[config.mk]
export PLATFORM = sky130hd
export DESIGN_NAME = pipe_ctl_top
export DESIGN_NICKNAME = d
export VERILOG_FILES = /design/src/rtl/pipe_ctl_pkg.sv /design/src/rtl/ctl_decode.sv /design/src/rtl/ctl_stage_reg.sv /design/src/rtl/pipe_ctl_top.sv
export SDC_FILE = /design/constraint.sdc
export NUM_CORES = 1
export LEC_CHECK = 0
export BUFFER_PORTS_ARGS = -buffer_cell sky130_fd_sc_hd__buf_2
export CELL_PAD_IN_SITES_DETAIL_PLACEMENT = 0
export CELL_PAD_IN_SITES_GLOBAL_PLACEMENT = 1
export CORE_MARGIN = 4
export CORE_UTILIZATION = 28
export CTS_BUF_LIST = sky130_fd_sc_hd__clkbuf_4 sky130_fd_sc_hd__clkbuf_8 sky130_fd_sc_hd__clkbuf_16
export DETAILED_ROUTE_END_ITERATION = 16
export GPL_ROUTABILITY_DRIVEN = 0
export PLACE_DENSITY = 0.78
export RECOVER_POWER = 25
export SLEW_MARGIN = 20
export SYNTH_ARGS = -nofsm -noshare
export SYNTH_HDL_FRONTEND = slang
export SYNTH_SLANG_ARGS = --single-unit
[constraint.sdc]
create_clock -name clk -period 0.8 [get_ports clk]
set_clock_uncertainty 0.1 [all_clocks]
set_input_delay 0.12 -clock clk [delete_from_list [all_inputs] [get_ports clk]]
set_output_delay 0.12 -clock clk [all_outputs]
set_load 0.005 [all_outputs]
[src/rtl/pipe_ctl_pkg.sv]
package pipe_ctl_pkg;

   localparam logic [1:0] ALU_ADDR  = 2'b00;
   localparam logic [1:0] ALU_CMP   = 2'b01;
   localparam logic [1:0] ALU_FUNCT = 2'b10;

   typedef struct packed {
      logic       reg_dst;
      logic [1:0] alu_op;
      logic       alu_src;
   } ex_grp_t;

   typedef struct packed {
      logic branch;
      logic mem_rd;
      logic mem_wr;
   } mem_grp_t;

   typedef struct packed {
      logic mem_to_reg;
      logic reg_wr;
   } wb_grp_t;

   typedef struct packed {
      wb_grp_t  wb;
      mem_grp_t mem;
      ex_grp_t  ex;
   } idex_ctl_t;

   typedef struct packed {
      wb_grp_t  wb;
      mem_grp_t mem;
   } exmem_ctl_t;

endpackage

[src/rtl/ctl_decode.sv]
module ctl_decode
   import pipe_ctl_pkg::*;
#(
   parameter int              OP_W     = 6,
   parameter logic [OP_W-1:0] OP_RTYPE = 6'h00,
   parameter logic [OP_W-1:0] OP_LOAD  = 6'h23,
   parameter logic [OP_W-1:0] OP_STORE = 6'h2B,
   parameter logic [OP_W-1:0] OP_BEQ   = 6'h04
) (
   input  logic [OP_W-1:0] opcode,
   output idex_ctl_t       ctl
);

   always_comb begin
      ctl = '0;
      if (opcode == OP_RTYPE) begin
         ctl.ex.reg_dst = 1'b1;
         ctl.ex.alu_op  = ALU_FUNCT;
         ctl.wb.reg_wr  = 1'b1;
      end else if (opcode == OP_LOAD) begin
         ctl.ex.alu_src    = 1'b1;
         ctl.ex.alu_op     = ALU_ADDR;
         ctl.mem.mem_rd    = 1'b1;
         ctl.wb.mem_to_reg = 1'b1;
         ctl.wb.reg_wr     = 1'b1;
      end else if (opcode == OP_STORE) begin
         ctl.ex.alu_src = 1'b1;
         ctl.ex.alu_op  = ALU_ADDR;
         ctl.mem.mem_wr = 1'b1;
      end else if (opcode == OP_BEQ) begin
         ctl.ex.alu_op  = ALU_CMP;
         ctl.mem.branch = 1'b1;
      end
   end

endmodule

[src/rtl/ctl_stage_reg.sv]
module ctl_stage_reg #(
   parameter int W         = 4,
   parameter bit ASYNC_RST = 1'b1
) (
   input  logic         clk,
   input  logic         rst_n,
   input  logic [W-1:0] d,
   output logic [W-1:0] q
);

   if (W < 1) begin : g_bad_w
      $error("ctl_stage_reg: W must be at least 1");
   end

   if (ASYNC_RST) begin : g_async
      always_ff @(posedge clk or negedge rst_n) begin
         if (!rst_n) q <= '0;
         else        q <= d;
      end
   end else begin : g_sync
      always_ff @(posedge clk) begin
         if (!rst_n) q <= '0;
         else        q <= d;
      end
   end

endmodule

[src/rtl/pipe_ctl_top.sv]
module pipe_ctl_top
   import pipe_ctl_pkg::*;
#(
   parameter int              OP_W      = 6,
   parameter logic [OP_W-1:0] OP_RTYPE  = 6'h00,
   parameter logic [OP_W-1:0] OP_LOAD   = 6'h23,
   parameter logic [OP_W-1:0] OP_STORE  = 6'h2B,
   parameter logic [OP_W-1:0] OP_BEQ    = 6'h04,
   parameter bit              ASYNC_RST = 1'b1
) (
   input  logic            clk,
   input  logic            rst_n,
   input  logic [OP_W-1:0] id_opcode,
   input  logic            mem_zero,
   output logic            ex_reg_dst,
   output logic [1:0]      ex_alu_op,
   output logic            ex_alu_src,
   output logic            mem_branch,
   output logic            mem_rd,
   output logic            mem_wr,
   output logic            wb_mem_to_reg,
   output logic            wb_reg_wr,
   output logic            pc_sel
);

   localparam int IDEX_W  = $bits(idex_ctl_t);
   localparam int EXMEM_W = $bits(exmem_ctl_t);
   localparam int MEMWB_W = $bits(wb_grp_t);

   if (OP_W < 1) begin : g_bad_opw
      $error("pipe_ctl_top: OP_W must be at least 1");
   end
   if (OP_RTYPE == OP_LOAD || OP_RTYPE == OP_STORE || OP_RTYPE == OP_BEQ ||
       OP_LOAD == OP_STORE || OP_LOAD == OP_BEQ || OP_STORE == OP_BEQ) begin : g_bad_codes
      $error("pipe_ctl_top: opcode encodings must be distinct");
   end
   if (!(IDEX_W > EXMEM_W && EXMEM_W > MEMWB_W)) begin : g_bad_shrink
      $error("pipe_ctl_top: stage control words must shrink");
   end

   idex_ctl_t  id_ctl;
   idex_ctl_t  idex_q;
   exmem_ctl_t exmem_d;
   exmem_ctl_t exmem_q;
   wb_grp_t    memwb_q;

   ctl_decode #(
      .OP_W     (OP_W),
      .OP_RTYPE (OP_RTYPE),
      .OP_LOAD  (OP_LOAD),
      .OP_STORE (OP_STORE),
      .OP_BEQ   (OP_BEQ)
   ) u_decode (
      .opcode (id_opcode),
      .ctl    (id_ctl)
   );

   ctl_stage_reg #(.W(IDEX_W), .ASYNC_RST(ASYNC_RST)) u_idex (
      .clk   (clk),
      .rst_n (rst_n),
      .d     (id_ctl),
      .q     (idex_q)
   );

   always_comb begin
      exmem_d.wb  = idex_q.wb;
      exmem_d.mem = idex_q.mem;
   end

   ctl_stage_reg #(.W(EXMEM_W), .ASYNC_RST(ASYNC_RST)) u_exmem (
      .clk   (clk),
      .rst_n (rst_n),
      .d     (exmem_d),
      .q     (exmem_q)
   );

   ctl_stage_reg #(.W(MEMWB_W), .ASYNC_RST(ASYNC_RST)) u_memwb (
      .clk   (clk),
      .rst_n (rst_n),
      .d     (exmem_q.wb),
      .q     (memwb_q)
   );

   assign ex_reg_dst    = idex_q.ex.reg_dst;
   assign ex_alu_op     = idex_q.ex.alu_op;
   assign ex_alu_src    = idex_q.ex.alu_src;
   assign mem_branch    = exmem_q.mem.branch;
   assign mem_rd        = exmem_q.mem.mem_rd;
   assign mem_wr        = exmem_q.mem.mem_wr;
   assign wb_mem_to_reg = memwb_q.mem_to_reg;
   assign wb_reg_wr     = memwb_q.reg_wr;
   assign pc_sel        = exmem_q.mem.branch & mem_zero;

endmodule

==> flow_summary_export.csv <==
group,metric,value,unit
die,dieArea,2090,sq um
logic_synthesis,synth_fp_nets,35,
clocking,cts-root-buf,"clkbuf_4",
logic_synthesis,synth_compound_area_share,3.77,%
clocking,ctsHtreeMaxLevel,1,
worst_setup_path,critical_path.slowest_cell,"dfrtp_1",
logic_synthesis,netlist_instances,26,
place,io_buffers,18,
global_route,antenna_found_initial,0,
drt,vias,289,
logic_synthesis,synth_mux_area_share,0,%
die,coreArea,1320,sq um
power_and_ir_drop,powerDensity,1760,nW/um^2
logic_synthesis,synth_cell_types,13,
sta,slew_headroom,81.6,%
drt,drt_iter0_markers,0,
die,ios,19,
die,fp.dieH,45.7,um
sta,maxSlewViolCount,0,
power_and_ir_drop,p_leak,0.323,nW
drt,avgViaCountPerCell,4.38,
logic_synthesis,avgSynthCellArea,15.3,sq um
worst_setup_path,worst_ep_arrival_time,870,ps
sta,tns,-1830,ps
run,timing.max_cap.violations,0,
power_and_ir_drop,worst_ir_drop_vdd,494,uV
clocking,path_clk_slew,60,ps
logic_synthesis,synth_top_family_by_area,"simple AND/OR/NAND/NOR gates",
drt,dr.pass1.iters,1,
clocking,clockBufferDepth,2,
cells_and_area,post-route-util,45.5,%
worst_setup_path,r2r_cells,0,
drt,drc_errors,0,
cells_and_area,n_fill_cell,121,
worst_setup_path,crit_type,"register to output port",
global_route,grt_pass1_wl,1170,um
sta,rsz0062_at_grt,"yes",
sta,setup_viol,11,
worst_setup_path,path_max_fanout,2,
global_route,grt_max_degree,13,
sta,fin_crit_sh,136,%
worst_setup_path,worstPathRequired,580,ps
power_and_ir_drop,total_power,0.00105,W
cells_and_area,multiInputGateArea,104,sq um
logic_synthesis,synth_fa_ha_area_share,0,%
place,dp_slack,-345,ps
sta,fmax,920,MHz
worst_setup_path,end_kind,"output port",
worst_setup_path,cp_cell_sequence,"and2_1 -> buf_2",
die,row_count,13,
run_status,outcome,"complete, but fails checks",
global_route,overflow,0,
sta,worst_pin_slew,277,ps
clocking,cts.sink_count,12,
cells_and_area,diodes,0,
logic_synthesis,synth-xor-area-share,0,%
cells_and_area,drive_above_1_share,58.8,%
clocking,cts_tree,"done",
die,die_x,45.7,um
clocking,cts_made_buffers,3,
worst_setup_path,slowest_delay,370,ps
worst_hold_path,holdPathStages,2,
drt,antenna_left,0,
sta,whs,15.0,ps
global_route,grt_pass1_vias,305,
cells_and_area,area_delta_synth_final,50.6,%
run_status,failed_checks,"setup timing",
clocking,insertion_delay,260,ps
logic_synthesis,ys_ff_latch,12,
drt,wire_per_inst,11.1,um
sta,final_hold_viol_count,0,
drt,routed_wl,733,um
worst_setup_path,startpoint_type,"register",
sta,setup_slack,-287,ps
sta,min_period,1090,ps
die,start_util,30.2,%
logic_synthesis,ys_warn_count,0,
cells_and_area,seq_area,300,sq um
cells_and_area,nets,62,
logic_synthesis,synthSimpleGateAreaFrac,16.0,%
logic_synthesis,ys_seq_area_share,75.5,%
global_route,grt_usage,8.48,%
worst_hold_path,min_path_type,"input port to register",
logic_synthesis,syn_area,398,sq um
==> state kept, by name (all words and copies together) (netlist names) <==
name / cells
u_idex.q: 6
u_exmem.q: 4
u_memwb.q: 2
==> metrics by stage <==
| step | cells | area, sq um |
|---|---|---|
| after global routing | 66 | 599 |
| final | 66 | 599 |
| after global placement | 62 | 542 |
| after floorplan | 26 | 410 |
| after detailed placement | 62 | 542 |
| after CTS | 66 | 599 |
==> path summary, 6_finish.rpt <==
kind	start	endpoint	slack [ps]
setup / recovery	u_exmem.q[2]	pc_sel	-290
hold / removal	id_opcode[3]	u_idex.q[7]	10
setup reg to reg	u_idex.q[1]	u_exmem.q[2]	210
hold reg to reg	u_idex.q[4]	u_exmem.q[0]	250
max in group asynchronous	rst_n	u_idex.q[5]	220
min in group asynchronous	rst_n	u_idex.q[0]	170
==> placed cells by master (no fill, tap or decap) <==
cell type,Yosys,final
buf_2,0,15
dfrtp_1,12,12
buf_4,2,5
clkbuf_4,0,3
nor3_1,2,2
buf_6,0,2
or3_4,1,1
nor4_2,0,1
nand2_1,1,1
or3b_1,1,1
inv_1,1,1
nor4b_2,0,1
and2_1,1,1
nand3_1,1,1
a2111oi_4,0,1
nor2_1,1,1
dlygate4sd3_1,0,1
clkbuf_2,0,1
==> cell usage after synthesis <==
library cell | n | share of area, %
dfrtp_1 | 12 | 75
buf_4 | 2 | 3.8
nor3_1 | 2 | 2.5
a2111oi_2 | 1 | 3.8
and2_1 | 1 | 1.6
inv_1 | 1 | 0.94
nand2_1 | 1 | 0.94
nand3_1 | 1 | 1.3
nor2_1 | 1 | 0.94
nor4_1 | 1 | 1.6
nor4b_1 | 1 | 2.2
or3_4 | 1 | 2.8
or3b_1 | 1 | 2.2
==> layer usage <==
layer / vias up / GRT usage (%) / part of all wire, % / routed length, um
met4: 0 / 6.82 / 0.55 / 4
met5: - / 0 / 0 / 0
li1: 138 / - / - / -
met3: 2 / 2.37 / 14 / 105
met2: 16 / 17.3 / 54 / 394
met1: 133 / 5.96 / 31 / 229
==> cells by family (layout without fill, tap and decap cells) <==
family | count (synthesis) | count (layout)
compound gates | 1 | 1
flops | 12 | 12
simple gates | 10 | 10
buf+inv | 3 | 28
==> power breakdown <==
group	switching [W]	internal, W	leakage, nW
Clock	0.000164	0.000173	0.0138
Sequential	0.00000187	0.000614	0.167
Combinational	0.0000475	0.0000527	0.142
==> worst max-delay path, delay by kind of cell, from the launching register on <==
kind          cells  cell delay, ps
buf+inv           1             120
flops             1             370
simple gates      1             130
==> final cells by class <==
type	instances	share of cell area, %
sequential	12	50.1
timing repair buffer	24	25.1
multi-input combinational	11	17.3
clock buffer	3	3.76
tap	15	3.13
inverter	1	0.626
==> repair_timing <==
| action | CTS | global route |
|---|---|---|
| endpoints found under the hold margin | 12 | 0 |
| hold buffers | 1 | 0 |
| setup buffers | 0 | 0 |
| pin swaps | 1 | 0 |
| gates resized for setup | 4 | 0 |
| endpoints found under the setup margin | 13 | 11 |
| cloned | 0 | 0 |
(Power assumes the default switching activity.)
